--- src/rtl/pint_pkg.sv ---
package pint_pkg;

   typedef enum logic {
      SENSE_EDGE  = 1'b0,
      SENSE_LEVEL = 1'b1
   } sense_e;

   localparam int unsigned PINT_MAX_CH = 32;

endpackage

--- src/rtl/pint_en_reg.sv ---
module pint_en_reg #(
   parameter int unsigned W        = 8,
   parameter bit          SET_WINS = 1'b1
) (
   input  logic         clk,
   input  logic         rst_n,
   input  logic [W-1:0] set_i,
   input  logic [W-1:0] clr_i,
   output logic [W-1:0] q_o
);

   logic [W-1:0] nxt;

   // generate picks which strobe has priority on a collision
   if (SET_WINS) begin : g_set_wins
      assign nxt = (q_o & ~clr_i) | set_i;
   end else begin : g_clr_wins
      assign nxt = (q_o | set_i) & ~clr_i;
   end

   always_ff @(posedge clk or negedge rst_n) begin
      if (!rst_n) q_o <= '0;
      else        q_o <= nxt;
   end

endmodule

--- src/rtl/pint_channel.sv ---
module pint_channel
   import pint_pkg::*;
(
   input  logic clk,
   input  logic rst_n,
   input  logic pin_i,
   input  logic mode_i,
   input  logic mode_chg_i,
   input  logic en_a_i,
   input  logic en_b_i,
   input  logic rflag_clr_i,
   input  logic fflag_clr_i,
   input  logic stat_clr_i,
   output logic rflag_o,
   output logic fflag_o,
   output logic stat_o
);

   sense_e sense;
   logic   prev_q;
   logic   rose, fell, rset, fset;
   logic   lvl_hit, edge_stat;
   logic   rflag_d, fflag_d, stat_d;

   assign sense = sense_e'(mode_i);
   assign rose  = pin_i & ~prev_q;
   assign fell  = ~pin_i & prev_q;
   assign rset  = (sense == SENSE_EDGE) & en_a_i & rose;
   assign fset  = (sense == SENSE_EDGE) & en_b_i & fell;

   // level style: en_b picks polarity, en_a gates the request
   assign lvl_hit   = en_a_i & ~(pin_i ^ en_b_i);
   assign edge_stat = (stat_o & ~stat_clr_i) | rset | fset;

   always_comb begin
      rflag_d = ((rflag_o & ~rflag_clr_i) | rset) & ~mode_chg_i;
      fflag_d = ((fflag_o & ~fflag_clr_i) | fset) & ~mode_chg_i;
      stat_d  = (sense == SENSE_LEVEL) ? lvl_hit : edge_stat;
      if (mode_chg_i) stat_d = 1'b0;
   end

   always_ff @(posedge clk or negedge rst_n) begin
      if (!rst_n) begin
         prev_q  <= 1'b0;
         rflag_o <= 1'b0;
         fflag_o <= 1'b0;
         stat_o  <= 1'b0;
      end else begin
         prev_q  <= pin_i;
         rflag_o <= rflag_d;
         fflag_o <= fflag_d;
         stat_o  <= stat_d;
      end
   end

endmodule

--- src/rtl/pint_bank.sv ---
module pint_bank
   import pint_pkg::*;
#(
   parameter int unsigned NCH      = 8,
   parameter bit          SET_WINS = 1'b1
) (
   input  logic           clk,
   input  logic           rst_n,
   input  logic [NCH-1:0] pin_i,
   input  logic           mode_we_i,
   input  logic [NCH-1:0] mode_wdata_i,
   input  logic [NCH-1:0] rise_en_set_i,
   input  logic [NCH-1:0] rise_en_clr_i,
   input  logic [NCH-1:0] fall_en_set_i,
   input  logic [NCH-1:0] fall_en_clr_i,
   input  logic [NCH-1:0] rise_flag_clr_i,
   input  logic [NCH-1:0] fall_flag_clr_i,
   input  logic [NCH-1:0] stat_clr_i,
   output logic [NCH-1:0] mode_o,
   output logic [NCH-1:0] rise_en_o,
   output logic [NCH-1:0] fall_en_o,
   output logic [NCH-1:0] rise_flag_o,
   output logic [NCH-1:0] fall_flag_o,
   output logic [NCH-1:0] stat_o,
   output logic [NCH-1:0] irq_o
);

   if (NCH < 1 || NCH > PINT_MAX_CH) begin : g_bad_nch
      $error("pint_bank: NCH out of range");
   end

   logic [NCH-1:0] mode_chg;

   assign mode_chg = mode_we_i ? (mode_wdata_i ^ mode_o) : '0;

   always_ff @(posedge clk or negedge rst_n) begin
      if (!rst_n)         mode_o <= '0;
      else if (mode_we_i) mode_o <= mode_wdata_i;
   end

   pint_en_reg #(.W(NCH), .SET_WINS(SET_WINS)) u_en_a (
      .clk   (clk),
      .rst_n (rst_n),
      .set_i (rise_en_set_i),
      .clr_i (rise_en_clr_i),
      .q_o   (rise_en_o)
   );

   pint_en_reg #(.W(NCH), .SET_WINS(SET_WINS)) u_en_b (
      .clk   (clk),
      .rst_n (rst_n),
      .set_i (fall_en_set_i),
      .clr_i (fall_en_clr_i),
      .q_o   (fall_en_o)
   );

   for (genvar i = 0; i < NCH; i++) begin : g_ch
      pint_channel u_ch (
         .clk         (clk),
         .rst_n       (rst_n),
         .pin_i       (pin_i[i]),
         .mode_i      (mode_o[i]),
         .mode_chg_i  (mode_chg[i]),
         .en_a_i      (rise_en_o[i]),
         .en_b_i      (fall_en_o[i]),
         .rflag_clr_i (rise_flag_clr_i[i]),
         .fflag_clr_i (fall_flag_clr_i[i]),
         .stat_clr_i  (stat_clr_i[i]),
         .rflag_o     (rise_flag_o[i]),
         .fflag_o     (fall_flag_o[i]),
         .stat_o      (stat_o[i])
      );
   end

   assign irq_o = stat_o;

endmodule

--- config.mk ---
export PLATFORM = sky130hd
export DESIGN_NAME = pint_bank
export DESIGN_NICKNAME = d
export VERILOG_FILES = /design/src/rtl/pint_pkg.sv /design/src/rtl/pint_en_reg.sv /design/src/rtl/pint_channel.sv /design/src/rtl/pint_bank.sv
export SDC_FILE = /design/constraint.sdc
export NUM_CORES = 1
export LEC_CHECK = 0
export BUFFER_PORTS_ARGS = -buffer_cell sky130_fd_sc_hd__clkbuf_2
export CAP_MARGIN = 25
export CORE_MARGIN = 4
export CORE_UTILIZATION = 49
export CTS_BUF_LIST = sky130_fd_sc_hd__clkbuf_4
export CTS_CLUSTER_DIAMETER = 60
export DETAILED_ROUTE_END_ITERATION = 8
export PLACE_DENSITY = 0.85
export RECOVER_POWER = 50
export SETUP_SLACK_MARGIN = 0.4
export SYNTH_ARGS = -nofsm -noshare
export SYNTH_HDL_FRONTEND = slang
export SYNTH_SLANG_ARGS = --single-unit
--- constraint.sdc ---
create_clock -name clk -period 1.25 [get_ports clk]
set_input_delay 0.0625 -clock clk [delete_from_list [all_inputs] [get_ports clk]]
set_output_delay 0.0625 -clock clk [all_outputs]
set_load 0.01 [all_outputs]
## Word level (Yosys, flattened, before mapping)

Index checks and enable logic that the tools add are counted.

- Output and inout port bits: 56
- Register bits after elaboration: 56
- Bits of input ports: 75
- Word-level logic and storage cells: 259

- Multiplexer cells: 17
- Bitwise operators: 207

Operators with widths:

| operator | count |
|---|---|
| $and 1x1->1 | 96 |
| $not 1->1 | 64 |
| $or 1x1->1 | 32 |
| $and 8x8->8 | 2 |
| $mux 1 | 16 |
| $not 8->8 | 2 |
| $or 8x8->8 | 2 |
| $mux 8 | 1 |
| $xor 1x1->1 | 8 |
| $xor 8x8->8 | 1 |

## Longest topological paths before layout

- Depth in word-level cells: 7
- Gate-level depth with buffers: 4
- Mapped depth without buffers: 3

## By module

Synthesis repeated with hierarchy kept, for this count alone.

- Cell total of the unflattened synthesis: 234
- Area, all modules: 2642.5 um^2

By module, submodules not included:

| module | instances | sequential area each (um^2) | area each (um^2) | cells each |
|---|---|---|---|---|
| pint_channel | 8 | 100.1 | 195.2 | 18 |
| pint_en_reg | 2 | 200.2 | 290.3 | 24 |
| pint_bank | 1 | 200.2 | 500.5 | 42 |

## Worst setup path after synthesis

Ideal clock, no wire load.

- Kind: reg2reg
- From: reg u_en_b.q_o[0]
- To: reg g_ch[0].u_ch.stat_o
- Setup time: 0.126 ns
- Data arrival time: 0.822 ns
- Buffers on the path: 0
- Clock period less this slack: 0.948 ns
- Required time: 1.124 ns
- Slack: 0.302 ns
- Stages on the path, launching flop included: 4
- Cells stage by stage: dfrtp_1 and3b_1 nor3_2 a211oi_2

- Word-level cells in the longest chain between the ends: 5
- Elaborated cells between the ends (all ways): 8
- Classes of those cells: mux: 2; bitwise: 6

Ends and longest elaborated chain:

| element | RTL line | text |
|---|---|---|
| start: declaration | pint_en_reg.sv:9 | `output logic [W-1:0] q_o` |
| start signal: assignment | pint_en_reg.sv:23 | `else q_o <= nxt;` |
| $and 1x1->1 / $xor 1x1->1 (equally long branches) | pint_channel.sv:29, pint_channel.sv:32 |  |
| $and 1x1->1 / $not 1->1 (equally long branches) | pint_channel.sv:29, pint_channel.sv:32 |  |
| $or 1x1->1 / $and 1x1->1 (equally long branches) | pint_channel.sv:33, pint_channel.sv:32 |  |
| $mux 1 (*) | pint_channel.sv:38 | `stat_d = (sense == SENSE_LEVEL) ? lvl_hit : edge_stat;` |
| $mux 1 (*) | pint_channel.sv:39 | `if (mode_chg_i) stat_d = 1'b0;` |
| via g_ch[0].u_ch.stat_d | pint_channel.sv:23 | `logic rflag_d, fflag_d, stat_d;` |
| end signal: assignment | pint_channel.sv:52 | `stat_o <= stat_d;` |
| end: declaration | pint_channel.sv:16 | `output logic stat_o` |

The timed path passes the listed nets; every way through them passes the cells marked *.
A chain may end at the register's enable or synchronous reset.

## Worst setup path in the final report

- From: reg u_en_b.q_o[5]
- To: reg g_ch[5].u_ch.stat_o

- Word-level cells in the longest chain between the ends: 5
- Elaborated cells between the ends (all ways): 8
- Classes of those cells: mux: 2; bitwise: 6

Ends and longest elaborated chain:

| element | RTL line |
|---|---|
| $and 1x1->1 / $xor 1x1->1 (equally long branches) | pint_channel.sv:29, pint_channel.sv:32 |
| $and 1x1->1 / $not 1->1 (equally long branches) | pint_channel.sv:29, pint_channel.sv:32 |
| $or 1x1->1 / $and 1x1->1 (equally long branches) | pint_channel.sv:33, pint_channel.sv:32 |
| $mux 1 (*) | pint_channel.sv:38 |
| $mux 1 (*) | pint_channel.sv:39 |
| via g_ch[5].u_ch.stat_d | pint_channel.sv:23 |
| end signal: assignment | pint_channel.sv:52 |
| end: declaration | pint_channel.sv:16 |

Marks and branches as above.

==> results.toml <==
[layout]
syn_to_final_growth_pct = 53.0
fin_util_pct = 78.7
nFillCells = 343
layout.nets = 522
finalNonFillerCells = 520
final_cell_mix = "clkbuf_2, dlygate4sd3_1, dfrtp_1"
drive_gt1_share_pct = 45.3
antenna_cells = 0
mostFrequentLayoutCell = "clkbuf_2"

[critical_path]
cp.required_ps = 1520
crit_path_end_kind = "flop"
ff2ff_setup_slack_ps = 120
critPathMaxFanout = 4
path_class = "flop to flop"
worst_ep_arrival_time_ps = 1400
crit_path_start_kind = "flop"

[global_route]
grt_pass1_wl_microns = 12300
use_met2_pct = 39.9
grt_use_total_pct = 21.4
antenna_found_initial = 0
grt-busiest-layer = "met2"
use_met1_pct = 24.5
grt_max_degree = 57
gr-total-overflow = 0
grt_use_met3_pct = 4.91
grt_pass1_vias = 2571

[min_path]
min_path_type = "primary input to flop"

[timing]
tightest_slew_ps = 773
layout_min_cycle_time_ps = 1130
min_period_over_period_pct = 90.4
tns_ps = 0
rsz0062_at_grt = "true"
fin_skew_ps = 7.05
hold_slack_ps = 42.2
setup_viol = 0
finalMaxSlewViolations = 0
finalHoldViolCount = 0
fmax_mhz = 885
slew_headroom_pct = 48.5
timing.final.ws_setup_ps = 120

[placed_design]
hpwl_microns = 4330
gp_congestion = 0.823
place_ws_ps = 199
place_inst = 416
numPortBuffers = 130

[cts]
clock_path_buffers = 2
ctsHoldBuffers = 66
h-tree-depth = 2
cts_tree = "done"
clockRootBuffer = "clkbuf_4"
clk_pin_slew_ps = 150
cts_buffers = 5
worstSkewPairLatency_ps = 360
cts_num_sinks = 56

[run]
drv_cap = 0

[run_status]
status = "finished, final reports clean"

[synthesis]
yosys_warnings = 0
yosysUniqueCellTypes = 24
ys_ff_latch = 56
synthCells = 270
netlist_area_sq_um = 2870
synth_seq_area_share_pct = 48.9
syn_nets = 345
syn_avg_cell_area_sq_um = 10.6

[pwr]
irDropWorstVdd_mv = 0.626
power.density_nw_per_um2 = 947
power_leakage_nw = 2.23

[detailed_routing]
dr_total_vias = 2528
ant_nets = 0
post_drt_via_cell_ratio = 4.86
wl_microns = 8360
first_pass_iters = 4
first_iter_violations = 98
post_drt_wl_per_cell_microns = 16.1
drcViolationCount = 0

[die]
die_y_microns = 84.5
num_rows = 27
fp.dieW_microns = 84.5
core-area_sq_um = 5570
dieArea_sq_um = 7140
pin_count = 131
initial_utilization_pct = 51.4
critical path, cell delays in order, from the launching register on:
cell,delay (ps)
dfrtp_1,480
xnor2_2,170
a21boi_1,120
a311oi_2,270
area by class of cell:
type                            instances  area [sq um]  share of cell area [%]
Timing Repair Buffer                  227          1580                    36.0
Sequential cell                        56          1410                    32.1
Multi-Input combinational cell        124          1130                    25.8
Inverter                               33           126                    2.88
Tap cell                               72          90.1                    2.05
Clock buffer                            5          37.5                   0.856
Clock inverter                          3          13.8                   0.314
stage by stage:
step | cell area, sq um | power, mW
2_1_floorplan | 2870 | 2.80
3_3_place_gp | 3200 | 2.95
3_5_place_dp | 3200 | 2.97
4_1_cts | 4110 | 3.99
5_1_grt | 4390 | 4.39
6_report | 4390 | 4.15
flip-flops by register name (all words and copies together) (netlist names):
signal	flops
mode_o	8
g_ch.u_ch.fflag_o	8
g_ch.u_ch.rflag_o	8
g_ch.u_ch.stat_o	8
g_ch.u_ch.prev_q	8
u_en_a.q_o	8
u_en_b.q_o	8
worst paths after layout:
check                                   start                    to  cells past startpoint
worst min-delay path                 pin_i[3]  g_ch[3].u_ch.rflag_o                      3
worst max register to register  u_en_b.q_o[5]   g_ch[5].u_ch.stat_o                      3
worst min register to register  u_en_a.q_o[7]         u_en_a.q_o[7]                      1
min in group asynchronous               rst_n         u_en_a.q_o[4]                      3
max in group asynchronous               rst_n             mode_o[3]                      3
worst max-delay path            u_en_b.q_o[5]   g_ch[5].u_ch.stat_o                      3
kinds of logic after synthesis:
kind of cell	count (synthesis)	synth area share, %
muxes	7	2.75
DFF	56	48.9
AOI/OAI and AO/OA	58	14.3
buffers and inverters	90	19.5
xor gates and xnor gates	16	4.89
and+or+nand+nor	43	9.73
report_power, final:
group	internal, mW	switching [mW]	total (mW)
clock network	0.209	0.538	0.747
registers	1.97	0.161	2.13
logic	0.729	0.547	1.28
cell usage after synthesis (all sizes together):
cell	count	area [sq um]
buf	57	432
dfrtp	56	1400
inv	33	126
a21oi	17	85.1
a21o	16	120
xnor2	16	140
nor2	15	56.3
nand2b	8	50.1
a21boi	7	52.6
a2bb2oi	7	61.3
a311oi	7	61.3
mux2	7	78.8
nand3b	7	52.6
nand4bb	7	78.8
nor2b	2	12.5
o21ai	2	10.0
a211oi	1	12.5
and3b	1	8.76
nand2	1	3.75
nand4	1	6.26
nor3	1	10.0
o22ai	1	6.26
routing by layer:
layer / share of wire [%] / wire [microns]
met1: 37 / 3080
met2: 53 / 4470
met3: 6.7 / 558
met4: 3.0 / 249
met5: 0 / 0
timing repair:
| item | in CTS | in global routing |
|---|---|---|
| hold endpoints to repair | 104 | 3 |
| setup endpoints to repair | 85 | 88 |
| gates cloned | 0 | 0 |
| buffers inserted | 22 | 8 |
| pin swaps | 4 | 21 |
| gates resized for setup | 11 | 64 |
Power figures use the tool's default switching activity.
